[src/rtl/coh_pkg.sv]
package coh_pkg;

    localparam int unsigned REG_CNT  = 0;
    localparam int unsigned REG_STAT = 1;
    localparam int unsigned REG_FIFO = 2;
    localparam int unsigned REG_INFO = 3;

    typedef enum logic [1:0] {
        TRK_IDLE  = 2'd0,
        TRK_HAVE1 = 2'd1,
        TRK_HAVE2 = 2'd2
    } trk_state_e;

    typedef struct packed {
        logic [31:0] data;
        logic        hi_first;
    } snap_t;

    function automatic logic [15:0] half_of(input logic [31:0] v, input logic hi);
        return hi ? v[31:16] : v[15:0];
    endfunction

endpackage

[src/rtl/coh_pair_track.sv]
module coh_pair_track
    import coh_pkg::*;
#(
    parameter int AW = 3
) (
    input  logic          clk,
    input  logic          rst,
    input  logic          rd_req,
    input  logic [AW-1:0] rd_addr,
    input  logic          rd_hi,
    input  logic          rd_done,
    input  logic          wr_req,
    input  logic          word_wide,
    input  logic [31:0]   bank_val,
    output logic [15:0]   rd_word,
    output logic          pair_valid,
    output logic          first_start,
    output logic          second_start,
    output logic          have1,
    output logic [AW-1:0] snap_addr
);

    trk_state_e state;
    snap_t      snap;
    logic       paired_req;

    assign paired_req   = rd_req && !word_wide && !wr_req;
    assign second_start = paired_req && (state == TRK_HAVE1) && (rd_hi != snap.hi_first);
    assign first_start  = paired_req && !second_start;
    assign have1        = (state == TRK_HAVE1);

    always_ff @(posedge clk) begin
        if (rst) begin
            state      <= TRK_IDLE;
            snap       <= '0;
            snap_addr  <= '0;
            rd_word    <= '0;
            pair_valid <= 1'b0;
        end else begin
            if (rd_req) begin
                rd_word <= second_start ? half_of(snap.data, rd_hi)
                                        : half_of(bank_val, rd_hi);
            end
            if (wr_req) begin
                state      <= TRK_IDLE;
                pair_valid <= 1'b0;
            end else if (first_start) begin
                snap       <= '{data: bank_val, hi_first: rd_hi};
                snap_addr  <= rd_addr;
                state      <= TRK_HAVE1;
                pair_valid <= 1'b0;
            end else if (second_start) begin
                state      <= TRK_HAVE2;
                pair_valid <= 1'b0;
            end else if (rd_done && state == TRK_HAVE2) begin
                state      <= TRK_IDLE;
                pair_valid <= 1'b1;
            end
        end
    end

    // completion flag only follows an end-of-word strobe
    a_r6_valid_after_done: assert property (@(posedge clk) disable iff (rst)
        $rose(pair_valid) |-> $past(rd_done));

    // a valid pair means the tracker is waiting for a new first word
    a_r6_valid_idle: assert property (@(posedge clk) disable iff (rst)
        pair_valid |-> (state == TRK_IDLE));

    // a same-half repeat reopens a pair and drops the flag
    a_r5_repeat_restarts: assert property (@(posedge clk) disable iff (rst)
        (paired_req && state == TRK_HAVE1 && rd_hi == snap.hi_first)
        |=> (state == TRK_HAVE1 && !pair_valid));

    // a word-wide read leaves the tracker untouched
    a_r7_wide_no_effect: assert property (@(posedge clk) disable iff (rst)
        (rd_req && word_wide && !wr_req && !rd_done)
        |=> ($stable(state) && $stable(snap_addr) && $stable(pair_valid)));

endmodule

[src/rtl/coh_evt_reg.sv]
module coh_evt_reg #(
    parameter int NEV = 4
) (
    input  logic           clk,
    input  logic           rst,
    input  logic [NEV-1:0] evt,
    input  logic           hold,
    input  logic           clr,
    output logic [NEV-1:0] stat
);

    logic [NEV-1:0] pend;
    logic           started;

    for (genvar i = 0; i < NEV; i++) begin : g_bit
        logic s_q;
        logic p_q;
        always_ff @(posedge clk) begin
            if (rst) begin
                s_q <= 1'b0;
                p_q <= 1'b0;
            end else if (clr) begin
                s_q <= p_q | evt[i];
                p_q <= 1'b0;
            end else if (hold) begin
                p_q <= p_q | evt[i];
            end else begin
                s_q <= s_q | p_q | evt[i];
                p_q <= 1'b0;
            end
        end
        assign stat[i] = s_q;
        assign pend[i] = p_q;
    end

    always_ff @(posedge clk) begin
        if (rst) started <= 1'b0;
        else     started <= 1'b1;
    end

    // no event pulse disappears from the sticky or pending store
    a_r9_no_lost_event: assert property (@(posedge clk) disable iff (rst)
        started |-> (($past(evt) & ~(stat | pend)) == '0));

    // after a clear only parked or fresh events remain
    a_r8_clear_leaves_new: assert property (@(posedge clk) disable iff (rst)
        clr |=> ((stat & ~$past(pend | evt)) == '0));

endmodule

[src/rtl/coh_fifo.sv]
module coh_fifo #(
    parameter int DEPTH = 4,
    parameter int DW    = 32
) (
    input  logic          clk,
    input  logic          rst,
    input  logic          push,
    input  logic [DW-1:0] wdata,
    input  logic          pop,
    output logic [DW-1:0] head,
    output logic [$clog2(DEPTH+1)-1:0] level
);

    localparam int PW = (DEPTH > 1) ? $clog2(DEPTH) : 1;
    localparam int LW = $clog2(DEPTH + 1);

    logic [DW-1:0] mem [DEPTH];
    logic [PW-1:0] wptr, rptr;
    logic          do_push, do_pop;

    assign do_push = push && (level != LW'(DEPTH));
    assign do_pop  = pop && (level != '0);
    assign head    = (level == '0) ? '0 : mem[rptr];

    always_ff @(posedge clk) begin
        if (do_push) mem[wptr] <= wdata;
    end

    always_ff @(posedge clk) begin
        if (rst) begin
            wptr  <= '0;
            rptr  <= '0;
            level <= '0;
        end else begin
            if (do_push) wptr <= (wptr == PW'(DEPTH - 1)) ? '0 : wptr + 1'b1;
            if (do_pop)  rptr <= (rptr == PW'(DEPTH - 1)) ? '0 : rptr + 1'b1;
            case ({do_push, do_pop})
                2'b10:   level <= level + 1'b1;
                2'b01:   level <= level - 1'b1;
                default: level <= level;
            endcase
        end
    end

    // level never exceeds the depth
    a_r10_level_bound: assert property (@(posedge clk) disable iff (rst)
        level <= LW'(DEPTH));

    // a lone pop on a non-empty FIFO removes exactly one entry
    a_r10_pop_step: assert property (@(posedge clk) disable iff (rst)
        (pop && !push && level != '0) |=> (level == $past(level) - 1'b1));

endmodule

[src/rtl/coh_dword_read.sv]
module coh_dword_read
    import coh_pkg::*;
#(
    parameter int          AW     = 3,
    parameter int          NEV    = 4,
    parameter int          FDEPTH = 4,
    parameter logic [15:0] ID     = 16'hC0DE
) (
    input  logic           clk,
    input  logic           rst,
    input  logic           rd_req,
    input  logic [AW-1:0]  rd_addr,
    input  logic           rd_hi,
    input  logic           rd_done,
    input  logic           wr_req,
    input  logic           cnt_inc,
    input  logic [NEV-1:0] hw_evt,
    input  logic           fifo_push,
    input  logic [31:0]    fifo_wdata,
    output logic [15:0]    rd_word,
    output logic           pair_valid
);

    localparam int LW = $clog2(FDEPTH + 1);
    localparam logic [AW-1:0] A_CNT  = AW'(REG_CNT);
    localparam logic [AW-1:0] A_STAT = AW'(REG_STAT);
    localparam logic [AW-1:0] A_FIFO = AW'(REG_FIFO);
    localparam logic [AW-1:0] A_INFO = AW'(REG_INFO);

    logic [31:0]    cnt_q;
    logic [NEV-1:0] stat;
    logic [31:0]    fifo_head;
    logic [LW-1:0]  fifo_level;
    logic [31:0]    bank_val;
    logic           word_wide;
    logic           first_start, second_start, have1;
    logic [AW-1:0]  snap_addr;
    logic           stat_hold, stat_clr, fifo_pop;

    always_ff @(posedge clk) begin
        if (rst)          cnt_q <= '0;
        else if (cnt_inc) cnt_q <= cnt_q + 1'b1;
    end

    always_comb begin
        case (rd_addr)
            A_CNT:   bank_val = cnt_q;
            A_STAT:  bank_val = 32'(stat);
            A_FIFO:  bank_val = fifo_head;
            A_INFO:  bank_val = {ID, 16'(fifo_level)};
            default: bank_val = '0;
        endcase
    end

    assign word_wide = (rd_addr == A_INFO);
    assign stat_clr  = second_start && (snap_addr == A_STAT);
    assign fifo_pop  = second_start && (snap_addr == A_FIFO);
    assign stat_hold = (have1 && snap_addr == A_STAT) ||
                       (first_start && rd_addr == A_STAT);

    coh_pair_track #(.AW(AW)) u_track (
        .clk          (clk),
        .rst          (rst),
        .rd_req       (rd_req),
        .rd_addr      (rd_addr),
        .rd_hi        (rd_hi),
        .rd_done      (rd_done),
        .wr_req       (wr_req),
        .word_wide    (word_wide),
        .bank_val     (bank_val),
        .rd_word      (rd_word),
        .pair_valid   (pair_valid),
        .first_start  (first_start),
        .second_start (second_start),
        .have1        (have1),
        .snap_addr    (snap_addr)
    );

    coh_evt_reg #(.NEV(NEV)) u_evt (
        .clk  (clk),
        .rst  (rst),
        .evt  (hw_evt),
        .hold (stat_hold),
        .clr  (stat_clr),
        .stat (stat)
    );

    coh_fifo #(.DEPTH(FDEPTH), .DW(32)) u_fifo (
        .clk   (clk),
        .rst   (rst),
        .push  (fifo_push),
        .wdata (fifo_wdata),
        .pop   (fifo_pop),
        .head  (fifo_head),
        .level (fifo_level)
    );

    // the side effect lands on the first word's register, whatever the second index
    a_r11_pop_on_snap: assert property (@(posedge clk) disable iff (rst)
        (second_start && snap_addr == A_FIFO && fifo_level != '0 && !fifo_push)
        |=> (fifo_level == $past(fifo_level) - 1'b1));

endmodule

[config.mk]
export PLATFORM = sky130hd
export DESIGN_NAME = coh_dword_read
export DESIGN_NICKNAME = d
export VERILOG_FILES = /design/src/rtl/coh_pkg.sv /design/src/rtl/coh_pair_track.sv /design/src/rtl/coh_evt_reg.sv /design/src/rtl/coh_fifo.sv /design/src/rtl/coh_dword_read.sv
export SDC_FILE = /design/constraint.sdc
export NUM_CORES = 1
export LEC_CHECK = 0
export BUFFER_PORTS_ARGS = -buffer_cell sky130_fd_sc_hd__buf_2
export CAP_MARGIN = 20
export CORE_MARGIN = 2
export CORE_UTILIZATION = 30
export CTS_CLUSTER_SIZE = 30
export DETAILED_ROUTE_END_ITERATION = 10
export PLACE_DENSITY = 0.43
export REMOVE_ABC_BUFFERS = 1
export SKIP_CTS_REPAIR_TIMING = 1
export SLEW_MARGIN = 20
export SYNTH_ARGS = -nofsm -noshare
export SYNTH_HDL_FRONTEND = slang
export SYNTH_SLANG_ARGS = --single-unit
export TNS_END_PERCENT = 50
[constraint.sdc]
create_clock -name clk -period 4.05 [get_ports clk]
set_input_delay 1.215 -clock clk [delete_from_list [all_inputs] [get_ports clk]]
set_output_delay 1.215 -clock clk [all_outputs]
set_load 0.02 [all_outputs]
==> impl_metrics.json <==
{
  "drt_iter0_markers": 437,
  "cp-start-kind": "primary input",
  "fin_tns_setup_ns": 0,
  "ir_drop_uv": 310,
  "vias": 6211,
  "cp_max_fo": 17,
  "drive_gt1_share_pct": 18.5,
  "post-synth-top-count-cell": "edfxtp_1",
  "synth_common_cells": "edfxtp_1 (128), dfxtp_1 (104), nor2_1 (82), nand2_1 (65), a21oi_1 (42)",
  "crit_slowest_cell": "fa_1",
  "cts_buffer_depth": 3,
  "area_growth_syn_to_layout_pct": 15.9,
  "die_x_um": 184,
  "synth_area_um2": 9670,
  "nNetsFinal": 898,
  "reg2reg_from": "u_track.state[0]$_SDFFE_PP0P_",
  "clock-skew-final_ns": 0.0175,
  "post-place-ws_ns": 0.554,
  "synth_top_area_share_pct": 39.7,
  "fin_crit_ns": 2.94,
  "worst-r2r-cell-count": 10,
  "wl_um": 22900,
  "crit_chain": "buf_2, nand3b_1, and4_1, nand3_1, inv_1, ha_1, inv_1, fa_1, xor2_1, or3_1, a21oi_1",
  "grt_pass1_vias": 6292,
  "ys_ff_latch": 232,
  "grt_pass1_wl_um": 36500,
  "synth_area_leaders": "edfxtp_1 (40%), dfxtp_1 (22%), mux4_2 (7.5%)",
  "hold_path_depth": 1,
  "track_usage_pct": 13.8,
  "crit_buf_inv": 3,
  "antenna_left": 0,
  "cap_violations": 0,
  "port_buffers": 63,
  "required_ns": 4.52,
  "yosys_warnings": 0,
  "overflow": 0,
  "yosysSeqAreaShare_pct": 61.3,
  "arrival_ns": 3.41,
  "cp-end-kind": "flip-flop",
  "use_met1_pct": 20.5,
  "cts-buffers-inserted": 26,
  "antenna_cells": 0,
  "min_path_type": "reg2reg",
  "core_um2": 31600,
  "h-tree-depth": 1,
  "gr-usage-met3_pct": 2.06,
  "clock_latency_ns": 0.54,
  "clk_pin_slew_worst_paths_ns": 0.06,
  "cts_tree": "yes",
  "firstDrtPassIters": 5,
  "slew_headroom_pct": 47.5,
  "layoutNonFillerInstCount": 1262,
  "antenna_found_initial": 1,
  "met2_usage_pct": 21.4,
  "pin_count": 64,
  "r2r-end": "u_fifo.level[2]$_SDFFE_PP0P_",
  "async_flop_share_pct": 0,
  "die-height_um": 184,
  "r2r_setup_slack_ns": 1.52,
  "pwr_density_cell_nw_per_um2": 454,
  "post-route-period-util_pct": 72.6,
  "slowest_delay_ns": 0.37,
  "synth_flop_cell": "edfxtp_1",
  "finalSetupViolations": 0,
  "leakagePower_uw": 0.00382,
  "tightest_slew_ns": 0.788,
  "outcome": "finished clean",
  "worstSetupPathType": "in2reg",
  "fmax_mhz": 340,
  "placedCellCount": 1217,
  "initial_core_util_pct": 30.6,
  "hp-start": "u_evt.g_bit[2].p_q$_SDFF_PP0_",
  "clock-root-buffer": "clkbuf_16",
  "finalMaxSlewViolations": 0,
  "finalHoldViolCount": 0,
  "drc": 0,
  "busiest_layer": "met2",
  "min_to": "u_evt.g_bit[2].p_q$_SDFF_PP0_",
  "gp_congestion": 0.727,
  "post_synth_num_cell_types": 51,
  "core.rowCount": 65,
  "cp_common_cell": "inv_1",
  "wire_per_inst_um": 18.1,
  "crit_family": "simple AND/OR/NAND/NOR gates",
  "rsz0062_at_grt": "no",
  "cts.sinks": 232,
  "post-synth-top-area-cell": "edfxtp_1",
  "hpwl_um": 14700,
  "synthCells": 785,
  "grt_max_degree": 53,
  "viasPerCell": 4.92,
  "avgSynthCellArea_um2": 12.3,
  "fin_ws_ns": 1.11,
  "dieArea_um2": 33700,
  "synth_edf_count": 128
}
how the worst max path moves through the flow:
stage / start / to / slack (ns) / cells past startpoint
3_5_place_dp: rd_addr[2] / u_fifo.level[2]$_SDFFE_PP0P_ / 0.55 / 11
2_1_floorplan: rd_hi / u_track.snap[10]$_SDFFE_PP0P_ / -0.48 / 4
6_report: rd_addr[2] / u_fifo.level[2]$_SDFFE_PP0P_ / 1.11 / 11
4_1_cts: rd_addr[2] / u_fifo.level[2]$_SDFFE_PP0P_ / 1.13 / 11
5_1_grt: rd_addr[2] / u_fifo.level[2]$_SDFFE_PP0P_ / 0.88 / 11
3_3_place_gp: wr_req / u_fifo.level[2]$_SDFFE_PP0P_ / 0.58 / 11
through the flow:
stage / total power [uW] / area [um^2] / hold WS [ns] / util [%]
finish: 5090 / 11200 / 0.444 / 35.4
global placement: 3010 / 10400 / 0.432 / 33.0
global route: 5310 / 11200 / 0.463 / 35.4
floorplan: 2840 / 9470 / 0.422 / -
detailed placement: 3020 / 10400 / 0.437 / 33.0
CTS: 5180 / 11200 / 0.450 / 35.4
layout make-up:
cell class                      count  area [um^2]
Clock buffer                       34          701
Timing Repair Buffer               79          450
Tap cell                          402          503
Fill cell                        3137        20400
Clock inverter                     11         73.8
Inverter                           16         60.1
Multi-Input combinational cell    488         3500
Sequential cell                   232         5930
routing by layer:
metal	vias up	routed length, um
met3	31	939
met1	3002	11500
met4	0	384
li1	3062	-
met5	-	0
met2	116	10100
registers in the layout, indices dropped and copies added (netlist names), named ones only:
register            cells
u_fifo.mem            128
u_track.snap           33
cnt_q                  32
u_track.rd_word        16
u_evt.g_bit.p_q         4
u_evt.g_bit.s_q         4
u_fifo.level            3
u_track.snap_addr       3
u_fifo.rptr             2
u_fifo.wptr             2
u_track.state           2
u_track.pair_valid      1
cell usage in the layout, fill, tap and decap left out, drive strengths merged, types with 15 or more instances in the layout:
cell    netlist  layout
edfxtp      128     128
dfxtp       104     104
nor2         82      82
buf          17      79
nand2        65      65
a21oi        42      42
clkbuf       32      34
mux4         32      32
nand3        28      28
o21ai        20      20
mux2i        20      20
a211oi       18      18
nor3         17      17
inv          16      16
nand4        15      15
logic make-up (layout without fill, tap and decap cells):
kind of cell,after synthesis,in the layout,synth area share [%]
fa+ha+maj,8,8,1.11
simple gates,259,259,13.0
compound gates,138,138,9.51
xor+xnor,26,26,2.35
buf+inv,65,140,2.69
mux,57,57,10.1
flops,232,232,61.3
where the power goes:
part | switching [uW] | internal (uW)
clock | 914 | 1210
combinational | 227 | 121
sequential | 32.4 | 2580
total | 1170 | 3910
Power figures use the tool's default switching activity.
